===== config.mk =====
export PLATFORM = sky130hd
export DESIGN_NAME = charfetch_seq
export DESIGN_NICKNAME = d
export VERILOG_FILES = /design/src/rtl/cfs_pkg.sv /design/src/rtl/cfs_line_timer.sv /design/src/rtl/cfs_row_tracker.sv /design/src/rtl/cfs_fetch_fsm.sv /design/src/rtl/cfs_pixel_shifter.sv /design/src/rtl/charfetch_seq.sv
export SDC_FILE = /design/constraint.sdc
export NUM_CORES = 1
export LEC_CHECK = 0
export BUFFER_PORTS_ARGS = -buffer_cell sky130_fd_sc_hd__buf_2
export CAP_MARGIN = 20
export CORE_UTILIZATION = 29
export CTS_CLUSTER_SIZE = 30
export DETAILED_ROUTE_END_ITERATION = 12
export HOLD_SLACK_MARGIN = 0.06
export PLACE_DENSITY_LB_ADDON = 0.15
export SLEW_MARGIN = 20
export SYNTH_ARGS = -nofsm -noshare
export SYNTH_HDL_FRONTEND = slang
export SYNTH_HIERARCHICAL = 1
export SYNTH_SLANG_ARGS = --single-unit

===== constraint.sdc =====
create_clock -name clk -period 4.8 [get_ports clk]
set_clock_uncertainty 0.15 [all_clocks]
set_input_delay 0.96 -clock clk [delete_from_list [all_inputs] [get_ports clk]]
set_output_delay 0.96 -clock clk [all_outputs]
set_load 0.005 [all_outputs]

===== src/rtl/cfs_pkg.sv =====
package cfs_pkg;

    typedef enum logic [1:0] {
        ST_LEAD,
        ST_CODE,
        ST_GLYPH,
        ST_TRAIL
    } fetch_state_t;

endpackage


===== src/rtl/cfs_line_timer.sv =====
module cfs_line_timer #(
    parameter int LINE_CYCLES = 71,
    parameter int MAX_COLS    = 32,
    parameter int COL_REG_W   = 6,
    parameter int HPOS_W      = 7,
    localparam int HCNT_W     = $clog2(LINE_CYCLES),
    localparam int COL_W      = $clog2(MAX_COLS + 1)
) (
    input  logic                 clk,
    input  logic                 rst_n,
    input  logic                 line_active,
    input  logic [COL_REG_W-1:0] col_count,
    input  logic [HPOS_W-1:0]    h_start,
    input  logic                 tall_glyph,
    output logic [HCNT_W-1:0]    hcnt,
    output logic [HCNT_W-1:0]    hnext,
    output logic                 line_end,
    output logic                 act_q,
    output logic [COL_W-1:0]     cols_q,
    output logic                 tall_q,
    output logic                 act_d,
    output logic [COL_W-1:0]     cols_d,
    output logic [HPOS_W-1:0]    hs_d
);

    localparam logic [HCNT_W-1:0] LAST = HCNT_W'(LINE_CYCLES - 1);

    logic [COL_W-1:0]  cols_clamped;
    logic [HPOS_W-1:0] hs_q;

    assign line_end     = (hcnt == LAST);
    assign hnext        = line_end ? '0 : hcnt + 1'b1;
    assign cols_clamped = (32'(col_count) > MAX_COLS) ? COL_W'(MAX_COLS)
                                                      : COL_W'(col_count);

    // Configuration seen by the next cycle: live inputs at the line boundary.
    assign act_d  = line_end ? line_active  : act_q;
    assign cols_d = line_end ? cols_clamped : cols_q;
    assign hs_d   = line_end ? h_start      : hs_q;

    always_ff @(posedge clk or negedge rst_n) begin
        if (!rst_n) begin
            hcnt   <= '0;
            act_q  <= 1'b0;
            cols_q <= '0;
            hs_q   <= '0;
            tall_q <= 1'b0;
        end else begin
            hcnt <= hnext;
            if (line_end) begin
                act_q  <= line_active;
                cols_q <= cols_clamped;
                hs_q   <= h_start;
                tall_q <= tall_glyph;
            end
        end
    end

endmodule


===== src/rtl/cfs_row_tracker.sv =====
module cfs_row_tracker #(
    parameter int ADDR_W = 14,
    parameter int COL_W  = 6
) (
    input  logic              clk,
    input  logic              rst_n,
    input  logic              frame_sync,
    input  logic [ADDR_W-1:0] screen_base,
    input  logic              line_end,
    input  logic              act_q,
    input  logic              tall_q,
    input  logic [COL_W-1:0]  cols_q,
    output logic [3:0]        row_q,
    output logic [ADDR_W-1:0] row_base
);

    logic [3:0] row_last;

    assign row_last = tall_q ? 4'd15 : 4'd7;

    always_ff @(posedge clk or negedge rst_n) begin
        if (!rst_n) begin
            row_q    <= '0;
            row_base <= '0;
        end else if (frame_sync) begin
            row_q    <= '0;
            row_base <= screen_base;
        end else if (line_end && act_q) begin
            if (row_q >= row_last) begin
                row_q    <= '0;
                row_base <= row_base + ADDR_W'(cols_q);
            end else begin
                row_q <= row_q + 4'd1;
            end
        end
    end

endmodule


===== src/rtl/cfs_fetch_fsm.sv =====
module cfs_fetch_fsm
    import cfs_pkg::*;
#(
    parameter int ADDR_W = 14,
    parameter int COL_W  = 6,
    parameter int HCNT_W = 7,
    parameter int HPOS_W = 7
) (
    input  logic              clk,
    input  logic              rst_n,
    input  logic              line_end,
    input  logic [HCNT_W-1:0] hnext,
    input  logic              act_d,
    input  logic [COL_W-1:0]  cols_d,
    input  logic [HPOS_W-1:0] hs_d,
    input  logic [COL_W-1:0]  cols_q,
    input  logic              tall_q,
    input  logic [3:0]        row_q,
    input  logic [ADDR_W-1:0] row_base,
    input  logic [ADDR_W-1:0] char_base,
    input  logic [7:0]        code_data,
    input  logic [3:0]        color_data,
    output logic [ADDR_W-1:0] fetch_addr,
    output logic              code_strobe,
    output logic              glyph_strobe,
    output logic [3:0]        color_q,
    output logic [COL_W-1:0]  col_idx
);

    fetch_state_t      state, state_nx;
    logic [7:0]        code_q;
    logic              window_opens;
    logic              more_cols;
    logic [ADDR_W-1:0] glyph_off;

    assign window_opens = act_d && (cols_d != '0) && (HPOS_W'(hnext) == hs_d);
    assign more_cols    = (COL_W'(col_idx + 1'b1) < cols_q);
    assign glyph_off    = tall_q ? ADDR_W'({code_q, 4'b0000})
                                 : ADDR_W'({code_q, 3'b000});

    always_comb begin
        state_nx = state;
        if (line_end) begin
            state_nx = window_opens ? ST_CODE : ST_LEAD;
        end else begin
            unique case (state)
                ST_LEAD:  state_nx = window_opens ? ST_CODE : ST_LEAD;
                ST_CODE:  state_nx = ST_GLYPH;
                ST_GLYPH: state_nx = more_cols ? ST_CODE : ST_TRAIL;
                ST_TRAIL: state_nx = ST_TRAIL;
            endcase
        end
    end

    always_ff @(posedge clk or negedge rst_n) begin
        if (!rst_n) state <= ST_LEAD;
        else        state <= state_nx;
    end

    always_ff @(posedge clk or negedge rst_n) begin
        if (!rst_n) begin
            col_idx <= '0;
            code_q  <= '0;
            color_q <= '0;
        end else begin
            if (line_end)               col_idx <= '0;
            else if (state == ST_GLYPH) col_idx <= col_idx + 1'b1;
            if (state == ST_CODE) begin
                code_q  <= code_data;
                color_q <= color_data;
            end
        end
    end

    always_comb begin
        code_strobe  = 1'b0;
        glyph_strobe = 1'b0;
        fetch_addr   = '0;
        unique case (state)
            ST_CODE: begin
                code_strobe = 1'b1;
                fetch_addr  = row_base + ADDR_W'(col_idx);
            end
            ST_GLYPH: begin
                glyph_strobe = 1'b1;
                fetch_addr   = char_base + glyph_off + ADDR_W'(row_q);
            end
            ST_LEAD, ST_TRAIL: ;
        endcase
    end

endmodule


===== src/rtl/cfs_pixel_shifter.sv =====
module cfs_pixel_shifter #(
    parameter int HCNT_W  = 7,
    parameter int VIS_END = 65
) (
    input  logic              clk,
    input  logic              rst_n,
    input  logic              line_end,
    input  logic [HCNT_W-1:0] hnext,
    input  logic              load,
    input  logic [7:0]        glyph_data,
    input  logic [3:0]        color_in,
    output logic              shift_load,
    output logic [3:0]        pix_bits,
    output logic [3:0]        pix_color,
    output logic              border_out
);

    logic [7:0] shreg;
    logic [1:0] remain;
    logic       vis_q;

    always_ff @(posedge clk or negedge rst_n) begin
        if (!rst_n) begin
            shreg      <= '0;
            remain     <= '0;
            vis_q      <= 1'b0;
            shift_load <= 1'b0;
            pix_color  <= '0;
        end else begin
            vis_q      <= (32'(hnext) < VIS_END);
            shift_load <= load && !line_end;
            if (line_end) begin
                remain <= '0;
            end else if (load) begin
                shreg     <= glyph_data;
                pix_color <= color_in;
                remain    <= 2'd2;
            end else if (remain != '0) begin
                shreg  <= {shreg[3:0], 4'b0000};
                remain <= remain - 2'd1;
            end
        end
    end

    assign border_out = !((remain != '0) && vis_q);
    assign pix_bits   = border_out ? 4'b0000 : shreg[7:4];

endmodule


===== src/rtl/charfetch_seq.sv =====
module charfetch_seq #(
    parameter int LINE_CYCLES = 71,
    parameter int VIS_END     = 65,
    parameter int MAX_COLS    = 32,
    parameter int COL_REG_W   = 6,
    parameter int HPOS_W      = 7,
    parameter int ADDR_W      = 14
) (
    input  logic                 clk,
    input  logic                 rst_n,
    input  logic                 frame_sync,
    input  logic                 line_active,
    input  logic [COL_REG_W-1:0] col_count,
    input  logic [HPOS_W-1:0]    h_start,
    input  logic                 tall_glyph,
    input  logic [ADDR_W-1:0]    screen_base,
    input  logic [ADDR_W-1:0]    char_base,
    input  logic [7:0]           code_data,
    input  logic [3:0]           color_data,
    input  logic [7:0]           glyph_data,
    output logic [ADDR_W-1:0]    fetch_addr,
    output logic                 code_strobe,
    output logic                 glyph_strobe,
    output logic                 shift_load,
    output logic [3:0]           pix_bits,
    output logic [3:0]           pix_color,
    output logic                 border_out
);

    localparam int HCNT_W = $clog2(LINE_CYCLES);
    localparam int COL_W  = $clog2(MAX_COLS + 1);

    logic [HCNT_W-1:0] hcnt, hnext;
    logic              line_end;
    logic              act_q, tall_q, act_d;
    logic [COL_W-1:0]  cols_q, cols_d, col_idx;
    logic [HPOS_W-1:0] hs_d;
    logic [3:0]        row_q;
    logic [ADDR_W-1:0] row_base;
    logic [3:0]        color_q;

    cfs_line_timer #(
        .LINE_CYCLES(LINE_CYCLES), .MAX_COLS(MAX_COLS),
        .COL_REG_W(COL_REG_W), .HPOS_W(HPOS_W)
    ) u_timer (
        .clk(clk), .rst_n(rst_n), .line_active(line_active),
        .col_count(col_count), .h_start(h_start), .tall_glyph(tall_glyph),
        .hcnt(hcnt), .hnext(hnext), .line_end(line_end),
        .act_q(act_q), .cols_q(cols_q), .tall_q(tall_q),
        .act_d(act_d), .cols_d(cols_d), .hs_d(hs_d)
    );

    cfs_row_tracker #(.ADDR_W(ADDR_W), .COL_W(COL_W)) u_rows (
        .clk(clk), .rst_n(rst_n), .frame_sync(frame_sync),
        .screen_base(screen_base), .line_end(line_end), .act_q(act_q),
        .tall_q(tall_q), .cols_q(cols_q), .row_q(row_q), .row_base(row_base)
    );

    cfs_fetch_fsm #(
        .ADDR_W(ADDR_W), .COL_W(COL_W), .HCNT_W(HCNT_W), .HPOS_W(HPOS_W)
    ) u_fsm (
        .clk(clk), .rst_n(rst_n), .line_end(line_end), .hnext(hnext),
        .act_d(act_d), .cols_d(cols_d), .hs_d(hs_d), .cols_q(cols_q),
        .tall_q(tall_q), .row_q(row_q), .row_base(row_base),
        .char_base(char_base), .code_data(code_data), .color_data(color_data),
        .fetch_addr(fetch_addr), .code_strobe(code_strobe),
        .glyph_strobe(glyph_strobe), .color_q(color_q), .col_idx(col_idx)
    );

    cfs_pixel_shifter #(.HCNT_W(HCNT_W), .VIS_END(VIS_END)) u_pix (
        .clk(clk), .rst_n(rst_n), .line_end(line_end), .hnext(hnext),
        .load(glyph_strobe), .glyph_data(glyph_data), .color_in(color_q),
        .shift_load(shift_load), .pix_bits(pix_bits), .pix_color(pix_color),
        .border_out(border_out)
    );

endmodule


After elaboration in Yosys (flattened, before gate mapping) --
Cells that the tools add are included. Widths: inputs -> output; s select.
Word-level totals: output and inout bits 26, register bits after elaboration 76, word-level logic and storage cells 80, input bits 66
Cells by class: equal/unequal tests 5, add/sub/neg operators 8, muxes and demuxes 28, bitwise operators 1, reduce and logical (&&, ||, !) cells 18, $lt $le $gt $ge 4
Operators by type and width (count):
- $mux 14 | 3
- $add 14x6->14 | 2
- $pmux 14 s2 | 1
- $mux 6 | 4
- $mux 4 | 5
- $mux 8 | 2
- $add 14x14->14 | 1
- $add 14x4->14 | 1
- $mux 7 | 2
- $mux 12 | 1
- $mux 2 | 5
- $reduce_bool 2->1 | 5
- $pmux 2 s4 | 1
- $add 7x1->7 const B | 1
- $eq 7x7->1 | 1
- $eq 7x7->1 const B | 1
- $lt 7x7->1 const B | 1
- $add 6x1->6 const B | 1
- $gt 6x6->1 const B | 1
- $lt 6x6->1 | 1
- $reduce_and 2->1 | 3
- $reduce_bool 6->1 | 1
- $logic_and 1x1->1 | 5
- $add 4x1->4 const B | 1
- other kinds (9) | 14

Depth between registers and ports, before layout --
depth in word-level cells 9, mapped depth 10, mapped depth without buffers 9

Cells and area by module --
Netlist, hierarchy kept.
By module, submodules not included:
- cfs_fetch_fsm | cells each 288, area an instance 2571.2 um^2, seq. area each 500.5 um^2, times used 1
- cfs_row_tracker | cells each 138, area an instance 1321.3 um^2, seq. area each 450.4 um^2, times used 1
- cfs_line_timer | cells each 66, area an instance 982.2 um^2, seq. area each 550.5 um^2, times used 1
- cfs_pixel_shifter | cells each 57, area an instance 709.4 um^2, seq. area each 400.4 um^2, times used 1

Worst setup path after synthesis --
OpenSTA, ideal clock, no wires.
path type input to output, start point in char_base[3], end point out fetch_addr[7], required time 3.690 ns, stages 9, data arrival time 2.851 ns, setup slack 0.839 ns, buffers on the path 0, cell sequence inv_1 > fa_1 > inv_1 > ha_1 > nor2b_4 > o31a_1 > o21a_1 > o21a_1 > o32ai_1
On the way: cells in the longest elaborated chain, start to end 3
Ends and longest elaborated chain:
- start: declaration | line charfetch_seq.sv:17 | input logic [ADDR_W-1:0] char_base,
- $add 14x14->14 | line cfs_fetch_fsm.sv:86 | fetch_addr = char_base + glyph_off + ADDR_W'(row_q);
- $add 14x4->14 | line cfs_fetch_fsm.sv:86
- $pmux 14 s2 | line cfs_fetch_fsm.sv:79 | unique case (state)
- end: declaration | line charfetch_seq.sv:21 | output logic [ADDR_W-1:0] fetch_addr,
Every way passes these cells.

Worst setup path after layout --
Same ends and word-level chain as after synthesis.

==> run summary <==
status: complete, no violations
post-synthesis cell type count: 76
Flop pwr share: 0.444
dominant synthesized flop cell: dfrtp_1
Syn Nets: 669
#FFs+latches synth: 76
worst reg2reg startpoint: u_timer/hcnt[5]$_DFF_PN0_
max-slew violation count: 0
Comb pwr share: 0.153
FP Rows: 50
hold path depth: 1
share of cells above drive strength 1: 0.272
hold slack: 0.350 ns
Post-Syn Area: 5580 um2
GP Congestion: 0.820
Die ar.: 19800 um2
global route total overflow: 0
critical path required time: 3.69 ns
multi-input logic area: 3460 um2
worst-case clock buffer depth: 2
clock-pin slew on the worst setup and hold paths: 0.06 ns
Reg-to-Reg End: u_fsm/state[0]$_DFF_PN0_
Inst Count DP: 858
Async SR Flop Fraction: 1.00
HP Start: u_timer/hs_q[0]$_DFF_PN0_
first-pass GRT wire length: 23200 um
RSZ-0062 raised after global routing: false
Ant. Diodes: 0
post_cts resized: 0
max-cap viol count: 0
Die X: 141 um
hold buffer count at cts: 0
CTS tree: built
Power Internal: 1.13 mW
FF-to-FF path depth: 8
critical path arrival: 3.19 ns
Port Buffers: 91
Min-Delay Endpoint: u_timer/hs_q[0]$_DFF_PN0_
Clock Sinks: 76
DRC violations left: 0
Root Driver: clkbuf_16
Ports: 92
vias per cell: 5.14
Sw Ratio: 0.274
GRT Util Overall: 0.148
max_slew headroom: 0.507
FF/Latch Area: 1900 um2
number of global-route vias before repair: 4549
Post-DP HPWL: 10500 um
Antenna Violating Nets Remaining: 0
Hold/Removal Path Class: reg2reg
P&R area growth vs syn: 16.5%
first-pass iteration count of the detailed router: 6
Fmax: 233 MHz
Critical Path End Type: output pin
initial core utilization: 0.298
Avg WL per Cell: 16.1 um
Tot Pwr: 1.55 mW
top fanout value on the critical path: 4
Util after Layout: 0.347
Detailed Route Iter0 Violations: 209
initial antenna violation count: 0
Ys Warns: 6
final WL: 14000 um
DR vias: 4483
Pleak: 2.96 nW
reg2reg setup slack: 1.77 ns
Die H: 141 um
Crit Path Class: in2out
element type at the critical path start: input pin
measured slew at the worst slew-check pin: 0.739 ns
clk_lat worst skew: 0.34 ns
area of the core: 18800 um2
TNS Setup: 0 ns
fillers: 1948
Syn Area/Cell: 10.2 um2
H-tree depth: 3
final non-filler cell total: 873
Fin. Hold Viols: 0
VDD IR max: 0.154 mV
Nets: 755
largest net degree at the start of global routing: 77
pwr dens: 239 nW/um2
CTS buffer count: 9
register area share after synthesis: 0.341
final setup fails: 0
Final min period: 4.30 ns
Clk network pwr share: 0.403
EDFF count, synth: 0
Post-CTS Setup Inserts: 0
net switching power: 0.425 mW
Post-Synthesis Cells: 549
Tcrit/Tclk final: 0.896
worst max path at each step:
stage,endpoint,startpoint,slack [ns]
4_1_cts,fetch_addr[7],char_base[3],0.46
2_1_floorplan,fetch_addr[7],char_base[3],0.84
3_3_place_gp,fetch_addr[7],char_base[3],0.48
3_5_place_dp,fetch_addr[7],char_base[3],0.47
6_report,fetch_addr[7],char_base[3],0.50
5_1_grt,fetch_addr[7],char_base[3],0.35
power by group through the flow:
stage	clock (mW)	combinational, mW	sequential (mW)
CTS	0.652	0.238	0.690
floorplan	0	0.161	0.691
finish	0.626	0.237	0.690
detailed placement	0	0.237	0.701
global placement	0	0.234	0.700
global route	0.677	0.268	0.693
worst max-delay path, stage by stage:
cell and delay [ns]:
buf_2 0.08, inv_1 0.05, fa_1 0.54, inv_1 0.04, ha_1 0.34, nor2b_4 0.15
o31a_1 0.25, o21a_1 0.18, o21a_1 0.16, o32ai_1 0.26, buf_2 0.17
kinds of logic after synthesis:
group	count (synthesis)	share of synthesized area
buffers and inverters	46	0.0401
AO/OA/AOI/OAI	145	0.192
multiplexers	45	0.0988
adder cells (fa/ha/maj)	54	0.126
flip-flops	76	0.341
AND/OR/NAND/NOR	148	0.147
XOR/XNOR	35	0.0549
layer usage:
layer  GRT usage  share of wire  vias up
met5           0              0        -
met4      0.0641          0.019        0
met3      0.0238          0.032       17
met2       0.236           0.46       90
met1       0.198           0.49     2153
li1            -              -     2223
cell usage in the layout (no fill, tap or decap), drive strengths merged, types with 4 or more instances in the layout:
cell,Yosys,layout
and2,8,8
mux2,39,39
a21o,13,13
o22ai,7,7
nor2b,15,15
a21oi,26,26
and3,8,8
o21a,10,10
inv,28,28
dfrtp,76,76
nor3,16,16
a22o,5,5
o31ai,5,5
or4,6,6
ha,50,50
mux2i,6,6
xnor2,21,21
fa,4,4
o32ai,4,4
a211oi,14,14
clkbuf,7,11
o211ai,5,5
nand4,10,10
o21ai,22,22
xor2,14,14
nand2,27,27
nor2,31,31
a31oi,4,4
nand3,12,12
buf,11,93
through the flow:
stage          setup slack [ns]  cell area (um2)
2_1_floorplan             0.839             5580
3_3_place_gp              0.480             6230
3_5_place_dp              0.472             6230
4_1_cts                   0.456             6500
5_1_grt                   0.346             6500
6_report                  0.501             6500
cell usage after synthesis (all sizes together), types with 3 or more instances:
cell / n / area, um2
o31ai: 5 / 47.5
mux2i: 6 / 60.1
fa: 4 / 80.1
nand2b: 3 / 18.8
xnor2: 21 / 184
a21o: 13 / 98.9
o22ai: 7 / 43.8
a21oi: 26 / 130
nor3: 16 / 90.1
nor2b: 15 / 101
o211ai: 5 / 37.5
a311oi: 3 / 32.5
nand2: 27 / 101
a211oi: 14 / 125
a31oi: 4 / 25.0
clkbuf: 7 / 26.3
nand3: 12 / 60.1
nor2: 31 / 119
o32ai: 4 / 35.0
o21ai: 22 / 118
nor4: 3 / 18.8
and3: 8 / 56.3
a22o: 5 / 43.8
o21a: 10 / 75.1
dfrtp: 76 / 1900
ha: 50 / 626
nand4: 10 / 77.6
o221a: 3 / 33.8
xor2: 14 / 123
or3: 3 / 18.8
inv: 28 / 105
a211o: 3 / 27.5
and2: 8 / 50.1
or4: 6 / 45.0
mux2: 39 / 492
buf: 11 / 92.6
layout make-up:
class,instances,share of cell area
clock buffer,11,0.0373
tap,234,0.0450
inverter,28,0.0162
clock inverter,4,0.00404
sequential,76,0.292
multi-input combinational,427,0.532
timing repair buffer,93,0.0733
sequential cells by signal, indices dropped and copies added (netlist names), 4 cells and up:
signal	cells
u_fsm/code_q	8
u_fsm/col_idx	6
u_fsm/color_q	4
u_pix/pix_color	4
u_pix/shreg	8
u_rows/row_base	14
u_rows/row_q	4
u_timer/cols_q	6
u_timer/hcnt	7
u_timer/hs_q	7
Power figures use the tool's default switching activity.
